## config.mk

```make
export PLATFORM = sky130hd
export DESIGN_NAME = fpm_iter_core
export DESIGN_NICKNAME = d
export VERILOG_FILES = /design/src/rtl/fpm_pkg.sv /design/src/rtl/fpm_unpack.sv /design/src/rtl/fpm_digit_step.sv /design/src/rtl/fpm_post_norm.sv /design/src/rtl/fpm_iter_core.sv
export SDC_FILE = /design/constraint.sdc
export NUM_CORES = 2
export LEC_CHECK = 0
export ABC_AREA = 1
export BUFFER_PORTS_ARGS = -buffer_cell sky130_fd_sc_hd__clkbuf_2
export CAP_MARGIN = 10
export CORE_AREA = 2 2 225 227
export DETAILED_ROUTE_END_ITERATION = 10
export DIE_AREA = 0 0 227 229
export PLACE_DENSITY = 0.73
export SETUP_SLACK_MARGIN = 0.5
export SLEW_MARGIN = 20
export SYNTH_ARGS = -nofsm -noshare
export SYNTH_HDL_FRONTEND = slang
export SYNTH_SLANG_ARGS = --single-unit
```

## constraint.sdc

```tcl
create_clock -name clk -period 8.7 [get_ports clk]
set_clock_uncertainty 0.05 [all_clocks]
set_input_delay 0.435 -clock clk [delete_from_list [all_inputs] [get_ports clk]]
set_output_delay 0.435 -clock clk [all_outputs]
set_load 0.01 [all_outputs]
```

## src/rtl/fpm_pkg.sv

```systemverilog
package fpm_pkg;
  localparam int unsigned DEF_FRAC_W    = 52;
  localparam int unsigned DEF_EXP_W     = 11;
  localparam int unsigned DEF_DIGIT_W   = 4;
  localparam int unsigned DEF_GUARD_PAD = 7;

  typedef enum logic {
    ST_IDLE = 1'b0,
    ST_RUN  = 1'b1
  } fpm_state_e;

  // number of multiplier digits needed to cover the significand
  function automatic int unsigned digit_count(int unsigned sig_w, int unsigned digit_w);
    return (sig_w + digit_w - 1) / digit_w;
  endfunction
endpackage

```

## src/rtl/fpm_unpack.sv

```systemverilog
module fpm_unpack #(
  parameter int unsigned FRAC_W = 52,
  parameter int unsigned EXP_W  = 11,
  parameter int unsigned XW     = 14
) (
  input  logic [FRAC_W+EXP_W:0]  op_i,
  output logic                   sign_o,
  output logic                   zero_o,
  output logic [FRAC_W:0]        sig_o,
  output logic signed [XW-1:0]   exp_o
);
  localparam int unsigned LZ_W = $clog2(FRAC_W + 1);

  logic [EXP_W-1:0]  efield;
  logic [FRAC_W-1:0] frac;
  logic [LZ_W-1:0]   lead_zeros;

  assign sign_o = op_i[FRAC_W+EXP_W];
  assign efield = op_i[FRAC_W+EXP_W-1:FRAC_W];
  assign frac   = op_i[FRAC_W-1:0];
  assign zero_o = (efield == '0) && (frac == '0);

  // leading-zero count: the highest set bit wins
  always_comb begin
    lead_zeros = '0;
    for (int i = 0; i < FRAC_W; i++) begin
      if (frac[i]) lead_zeros = LZ_W'(FRAC_W - 1 - i);
    end
  end

  always_comb begin
    if (efield != '0) begin
      sig_o = {1'b1, frac};
      exp_o = $signed({{(XW-EXP_W){1'b0}}, efield});
    end else begin
      sig_o = {frac, 1'b0} << lead_zeros;
      exp_o = -$signed({{(XW-LZ_W){1'b0}}, lead_zeros});
    end
  end
endmodule

```

## src/rtl/fpm_digit_step.sv

```systemverilog
module fpm_digit_step #(
  parameter int unsigned CAND_W  = 60,
  parameter int unsigned DIGIT_W = 4,
  parameter int unsigned ACC_W   = 64
) (
  input  logic [ACC_W-1:0]   acc_i,
  input  logic [CAND_W-1:0]  cand_i,
  input  logic [DIGIT_W-1:0] digit_i,
  output logic [ACC_W-1:0]   acc_o,
  output logic               drop_o
);
  logic [ACC_W-1:0] term [DIGIT_W];

  generate
    for (genvar j = 0; j < DIGIT_W; j++) begin : g_term
      assign term[j] = digit_i[j] ? (ACC_W'(cand_i) << j) : '0;
    end
  endgenerate

  always_comb begin
    acc_o = acc_i >> DIGIT_W;
    for (int j = 0; j < DIGIT_W; j++) acc_o = acc_o + term[j];
  end

  assign drop_o = |acc_i[DIGIT_W-1:0];
endmodule

```

## src/rtl/fpm_post_norm.sv

```systemverilog
module fpm_post_norm #(
  parameter int unsigned SIG_W = 53,
  parameter int unsigned TOP   = 60,
  parameter int unsigned XW    = 14
) (
  input  logic [TOP:0]          acc_i,
  input  logic                  sticky_i,
  input  logic signed [XW-1:0]  exp_i,
  output logic [SIG_W-1:0]      sig_o,
  output logic                  guard_o,
  output logic                  sticky_o,
  output logic signed [XW-1:0]  exp_o,
  output logic                  carry_o
);
  logic [TOP:0] aligned;

  assign carry_o  = acc_i[TOP];
  assign aligned  = carry_o ? acc_i : (acc_i << 1);
  assign sig_o    = aligned[TOP -: SIG_W];
  assign guard_o  = aligned[TOP-SIG_W];
  assign sticky_o = sticky_i | (|aligned[TOP-SIG_W-1:0]);
  assign exp_o    = exp_i + (carry_o ? XW'(1) : XW'(0));
endmodule

```

## src/rtl/fpm_iter_core.sv

```systemverilog
module fpm_iter_core
  import fpm_pkg::*;
#(
  parameter int unsigned FRAC_W    = DEF_FRAC_W,
  parameter int unsigned EXP_W     = DEF_EXP_W,
  parameter int unsigned DIGIT_W   = DEF_DIGIT_W,
  parameter int unsigned GUARD_PAD = DEF_GUARD_PAD
) (
  input  logic                    clk,
  input  logic                    rst_n,
  input  logic                    start,
  input  logic [FRAC_W+EXP_W:0]   op_a,
  input  logic [FRAC_W+EXP_W:0]   op_b,
  output logic                    busy,
  output logic                    done,
  output logic                    res_sign,
  output logic [EXP_W+2:0]        res_exp,
  output logic [FRAC_W:0]         res_sig,
  output logic                    res_guard,
  output logic                    res_sticky
);
  localparam int unsigned SIG_W  = FRAC_W + 1;
  localparam int unsigned XW     = EXP_W + 3;
  localparam int unsigned ITER   = digit_count(SIG_W, DIGIT_W);
  localparam int unsigned MPL_W  = ITER * DIGIT_W;
  localparam int unsigned CAND_W = SIG_W + GUARD_PAD;
  localparam int unsigned ACC_W  = CAND_W + DIGIT_W;
  localparam int unsigned SHR    = DIGIT_W * (ITER - 1);
  localparam int unsigned TOP    = 2 * SIG_W - 1 + GUARD_PAD - SHR;
  localparam int unsigned CNT_W  = $clog2(ITER);
  localparam logic signed [XW-1:0] BIAS = XW'((1 << (EXP_W - 1)) - 1);

  logic [FRAC_W+EXP_W:0]  ops    [2];
  logic                   u_sign [2];
  logic                   u_zero [2];
  logic [SIG_W-1:0]       u_sig  [2];
  logic signed [XW-1:0]   u_exp  [2];

  assign ops[0] = op_a;
  assign ops[1] = op_b;

  generate
    for (genvar k = 0; k < 2; k++) begin : g_unpack
      fpm_unpack #(.FRAC_W(FRAC_W), .EXP_W(EXP_W), .XW(XW)) i_unpack (
        .op_i(ops[k]), .sign_o(u_sign[k]), .zero_o(u_zero[k]),
        .sig_o(u_sig[k]), .exp_o(u_exp[k])
      );
    end
  endgenerate

  fpm_state_e           state;
  logic [ACC_W-1:0]     acc;
  logic [CAND_W-1:0]    cand;
  logic [MPL_W-1:0]     mplier;
  logic [CNT_W-1:0]     cnt;
  logic                 sticky_acc;
  logic signed [XW-1:0] exp_r;
  logic                 sign_r;

  // named events for the checker
  logic accept, zero_hit, step_last;
  logic prod_sign;
  logic signed [XW-1:0] exp_start;

  assign accept    = start && (state == ST_IDLE);
  assign zero_hit  = accept && (u_zero[0] || u_zero[1]);
  assign step_last = (state == ST_RUN) && (cnt == CNT_W'(ITER - 1));
  assign prod_sign = u_sign[0] ^ u_sign[1];
  assign exp_start = u_exp[0] + u_exp[1] - BIAS;
  assign busy      = (state == ST_RUN);

  logic [ACC_W-1:0] step_acc;
  logic             step_drop;

  fpm_digit_step #(.CAND_W(CAND_W), .DIGIT_W(DIGIT_W), .ACC_W(ACC_W)) i_step (
    .acc_i(acc), .cand_i(cand), .digit_i(mplier[DIGIT_W-1:0]),
    .acc_o(step_acc), .drop_o(step_drop)
  );

  logic [SIG_W-1:0]     pn_sig;
  logic                 pn_guard, pn_sticky, pn_carry;
  logic signed [XW-1:0] pn_exp;

  fpm_post_norm #(.SIG_W(SIG_W), .TOP(TOP), .XW(XW)) i_post (
    .acc_i(step_acc[TOP:0]), .sticky_i(sticky_acc | step_drop), .exp_i(exp_r),
    .sig_o(pn_sig), .guard_o(pn_guard), .sticky_o(pn_sticky),
    .exp_o(pn_exp), .carry_o(pn_carry)
  );

  always_ff @(posedge clk) begin
    if (!rst_n) begin
      state      <= ST_IDLE;
      acc        <= '0;
      cand       <= '0;
      mplier     <= '0;
      cnt        <= '0;
      sticky_acc <= 1'b0;
      exp_r      <= '0;
      sign_r     <= 1'b0;
      done       <= 1'b0;
      res_sign   <= 1'b0;
      res_exp    <= '0;
      res_sig    <= '0;
      res_guard  <= 1'b0;
      res_sticky <= 1'b0;
    end else begin
      done <= 1'b0;
      if (zero_hit) begin
        res_sign   <= prod_sign;
        res_exp    <= '0;
        res_sig    <= '0;
        res_guard  <= 1'b0;
        res_sticky <= 1'b0;
        done       <= 1'b1;
      end else if (accept) begin
        acc        <= '0;
        cand       <= {u_sig[1], {GUARD_PAD{1'b0}}};
        mplier     <= MPL_W'(u_sig[0]);
        cnt        <= '0;
        sticky_acc <= 1'b0;
        exp_r      <= exp_start;
        sign_r     <= prod_sign;
        state      <= ST_RUN;
      end else if (state == ST_RUN) begin
        acc        <= step_acc;
        sticky_acc <= sticky_acc | step_drop;
        mplier     <= mplier >> DIGIT_W;
        cnt        <= cnt + CNT_W'(1);
        if (step_last) begin
          state      <= ST_IDLE;
          done       <= 1'b1;
          res_sign   <= sign_r;
          res_exp    <= pn_exp;
          res_sig    <= pn_sig;
          res_guard  <= pn_guard;
          res_sticky <= pn_sticky;
        end
      end
    end
  end
endmodule


```

==> impl_metrics.tcl <==
set metrics [dict create \
    outcome "finished, final reports clean" \
    grt.overflow.total 0 \
    warnings_synthesis 0 \
    syn_to_layout_area_delta_pct 8.148 \
    timing.critical_path.mode_cell "sky130_fd_sc_hd__nand2_2" \
    antenna_found_initial 0 \
    report.final.setup_viol 0 \
    cp.required_ps 9140 \
    layout_commonest_cell "sky130_fd_sc_hd__nand2_1" \
    cellPowerDensity_nw_per_um2 130.5 \
    dr_total_vias 29810 \
    worst-slew-pin-transition_ps 1182 \
    antenna-diode-count 0 \
    num_io_pins 203 \
    async_flop_share_pct 0 \
    antenna_violating_nets_post_route 0 \
    critical_path_arrival_ps 7950 \
    cp_slowest_stage_delay_ps 500 \
    die-area_um2 51980 \
    post_synth_num_cell_types 63 \
    number_of_global_route_vias_before_repair 28290 \
    drcViolationCount 0 \
    viasPerCell 5.896 \
    clock-sinks 262 \
    vdd.ir_drop.worst_mv 0.1484 \
    clock.fmax_mhz 133.2 \
    clock_buffers_created_by_tritoncts 29 \
    min_period_over_period_pct 86.27 \
    post_cts_hold_buffer_count 0 \
    initial_core_util_pct 54.48 \
    synth-edff-count 0 \
    worst_path_max_fanout 5 \
    max_slew_margin_pct 21.01 \
    ff2ff_setup_slack_ps 1190 \
    filler_cells_inserted 5100 \
    root_buffer "sky130_fd_sc_hd__clkbuf_16" \
    clock_insertion_delay_worst_skew_ps 590 \
    gr-usage-all-layers_pct 37.60 \
    grt_pass1_wl_mm 154.7 \
    worst_setup_path_start_kind "register" \
    sequential_power_share_pct 35.1 \
    final_area_um2 29260 \
    synth.yosys.seq_area_share_pct 19.39 \
    drive_gt1_share_pct 9.580 \
    grt_max_degree 98 \
    postSynth.topFlopCell "sky130_fd_sc_hd__dfxtp_1" \
    std_cell_rows 82 \
    chipWidth_um 227 \
    cts_tree "done" \
    criticalPathCategory "reg2reg" \
    power.clock.fraction_pct 31.6 \
    hold_depth 3 \
    detail_route.wirelength_mm 98.11 \
    first_iter_violations 3155 \
    finalSetupTns_ps 0 \
    timing.hold.worst_endpoint "busy$_SDFFE_PN0N_" \
    mappedNetlistArea_um2 27060 \
    most-common-layout-cells "sky130_fd_sc_hd__nand2_1, sky130_fd_sc_hd__nand3_1, sky130_fd_sc_hd__inv_1" \
    crit_path_time_final_ps 7505 \
    syn-num-nets 4709 \
    worstHoldPathType "in2reg" \
    syn_avg_cell_area_um2 6.253 \
    slew_viol_final 0 \
    max_cap_violations 0 \
    netSwitchingPower_mw 1.493 \
    post-cts-setup-buffers 0 \
    worst_setup_hold_path_clk_slew_ps 60 \
    power.switching_fraction_pct 39.08 \
    synth-seq-cells 262 \
    placed_cell_area_um2 28300 \
    place.detailed.hpwl_mm 73.77 \
    critical-path-slowest-cell "sky130_fd_sc_hd__fa_1" \
    nets 4744 \
    crit-reg2reg-capture "res_exp[12]$_SDFFE_PP0P_" \
    gp_routability_congestion 1.036 \
    die_y_um 229 \
    detail_route.wl_per_cell_um 19.40 \
    hold_path.startpoint "start" \
    cp-end-kind "register" \
    reg2reg_depth 54 \
    int_pwr_mw 2.327 \
    final_hold_viol_count 0 \
    syn_inst 4327 \
    r2r_start "cand[8]$_SDFFE_PN0P_" \
    cts_buffer_depth 3 \
    htree_levels 1 \
    power.static_leakage_nw 15.44 \
    port-buffer-count 202 \
    combinational_cell_fraction_of_total_power_pct 33.3 \
    postCtsResizedCells 0 \
    setup_repair_after_global_routing_missed_its_margin "yes" \
    detail_route.first_pass.iterations 8 \
    floorplan.core_area_um2 49660 \
]
worst max-delay path, delay by kind of cell, from the launching register on:
kind / cells / cell delay, ps
fa+ha+maj: 7 / 2300
xor+xnor: 1 / 160
simple gates: 30 / 2690
flops: 1 / 410
compound gates: 11 / 1420
buf+inv: 5 / 320
sequential cells by signal, indices dropped and copies added, names as in the netlist, 4 cells and up:
signal   flops
cand        53
cnt          4
mplier      53
res_exp     14
res_sig     53
acc         64
exp_r       14
through the flow:
stage	setup WS (ps)	utilization, %	hold slack, ps	cells	total power, mW
floorplan	1108	-	390.6	4327	2.223
global placement	1165	56.99	399.3	5002	2.588
detailed placement	1055	56.99	401.4	5002	2.595
CTS	940.3	58.83	61.16	5055	3.799
global route	475.2	58.92	128.5	5056	4.032
finish	1195	58.92	89.61	5056	3.819
how the worst max path moves through the flow:
stage,to,slack [ps],cells past startpoint,startpoint
finish,res_exp[12]$_SDFFE_PP0P_,1190,54,cand[8]$_SDFFE_PN0P_
global route,res_exp[12]$_SDFFE_PP0P_,480,54,cand[8]$_SDFFE_PN0P_
CTS,res_exp[12]$_SDFFE_PP0P_,940,54,mplier[2]$_SDFFE_PN0P_
detailed placement,res_exp[12]$_SDFFE_PP0P_,1050,54,mplier[2]$_SDFFE_PN0P_
global placement,res_exp[12]$_SDFFE_PP0P_,1160,54,mplier[2]$_SDFFE_PN0P_
floorplan,res_exp[12]$_SDFFE_PP0P_,1110,57,mplier[2]$_SDFFE_PN0P_
cells by family after synthesis:
kind of cell             after synthesis  synth area share, %
AND/OR/NAND/NOR                     2185                34.91
AO/OA/AOI/OAI                        826                16.78
buffers and inverters                735                10.72
flip-flops                           262                19.39
adder cells (fa/ha/maj)              251                15.96
XOR/XNOR                              67                2.197
multiplexers                           1              0.03700
metal layers:
layer / routed length (um) / up-vias / GRT usage [%] / part of all wire (%)
li1: - / 14300 / - / -
met1: 38900 / 13790 / 47.68 / 40
met2: 44080 / 1386 / 59.81 / 45
met3: 7844 / 338 / 5.273 / 8.0
met4: 7279 / 0 / 24.35 / 7.4
met5: 0 / - / 0 / 0
synthesized netlist by cell type (7+ instances only):
cell | number | area (um2)
sky130_fd_sc_hd__nand2_1 | 1177 | 4418
sky130_fd_sc_hd__nand3_1 | 718 | 3593
sky130_fd_sc_hd__inv_1 | 470 | 1764
sky130_fd_sc_hd__a21oi_1 | 431 | 2157
sky130_fd_sc_hd__dfxtp_1 | 262 | 5245
sky130_fd_sc_hd__o21ai_0 | 232 | 1161
sky130_fd_sc_hd__clkbuf_1 | 194 | 728.2
sky130_fd_sc_hd__fa_1 | 157 | 3143
sky130_fd_sc_hd__nor2_1 | 155 | 581.8
sky130_fd_sc_hd__ha_1 | 94 | 1176
sky130_fd_sc_hd__xor2_1 | 44 | 385.4
sky130_fd_sc_hd__or2_2 | 36 | 225.2
sky130_fd_sc_hd__o211ai_1 | 31 | 232.7
sky130_fd_sc_hd__nor3_1 | 29 | 145.1
sky130_fd_sc_hd__o21bai_1 | 27 | 202.7
sky130_fd_sc_hd__nand4_1 | 25 | 156.4
sky130_fd_sc_hd__o21ai_1 | 25 | 125.1
sky130_fd_sc_hd__xnor2_1 | 22 | 192.7
sky130_fd_sc_hd__buf_1 | 21 | 78.83
sky130_fd_sc_hd__nor4_1 | 18 | 112.6
sky130_fd_sc_hd__buf_2 | 16 | 80.08
sky130_fd_sc_hd__nand2_2 | 14 | 87.58
sky130_fd_sc_hd__a31oi_1 | 12 | 75.07
sky130_fd_sc_hd__a21oi_2 | 10 | 87.58
sky130_fd_sc_hd__o21a_1 | 9 | 67.56
sky130_fd_sc_hd__clkinv_1 | 8 | 30.03
sky130_fd_sc_hd__buf_4 | 7 | 52.55
cell type report:
| cell class | instances | area (um2) | share of cell area (%) |
|---|---|---|---|
| Clock buffer | 37 | 795.8 | 2.720 |
| Multi-Input combinational cell | 3330 | 19010 | 64.98 |
| Tap cell | 672 | 840.8 | 2.874 |
| Clock inverter | 16 | 121.4 | 0.4148 |
| Inverter | 484 | 1817 | 6.209 |
| Sequential cell | 262 | 5251 | 17.95 |
| Timing Repair Buffer | 255 | 1420 | 4.853 |
power by group through the flow:
stage | combinational [mW] | sequential, mW | clock (mW)
after floorplan | 0.888 | 1.33 | 0
after global placement | 1.22 | 1.36 | 0
after detailed placement | 1.23 | 1.37 | 0
after global routing | 1.41 | 1.35 | 1.27
after CTS | 1.24 | 1.34 | 1.22
final | 1.27 | 1.34 | 1.21
No activity file was read; power rests on OpenSTA's default activity.
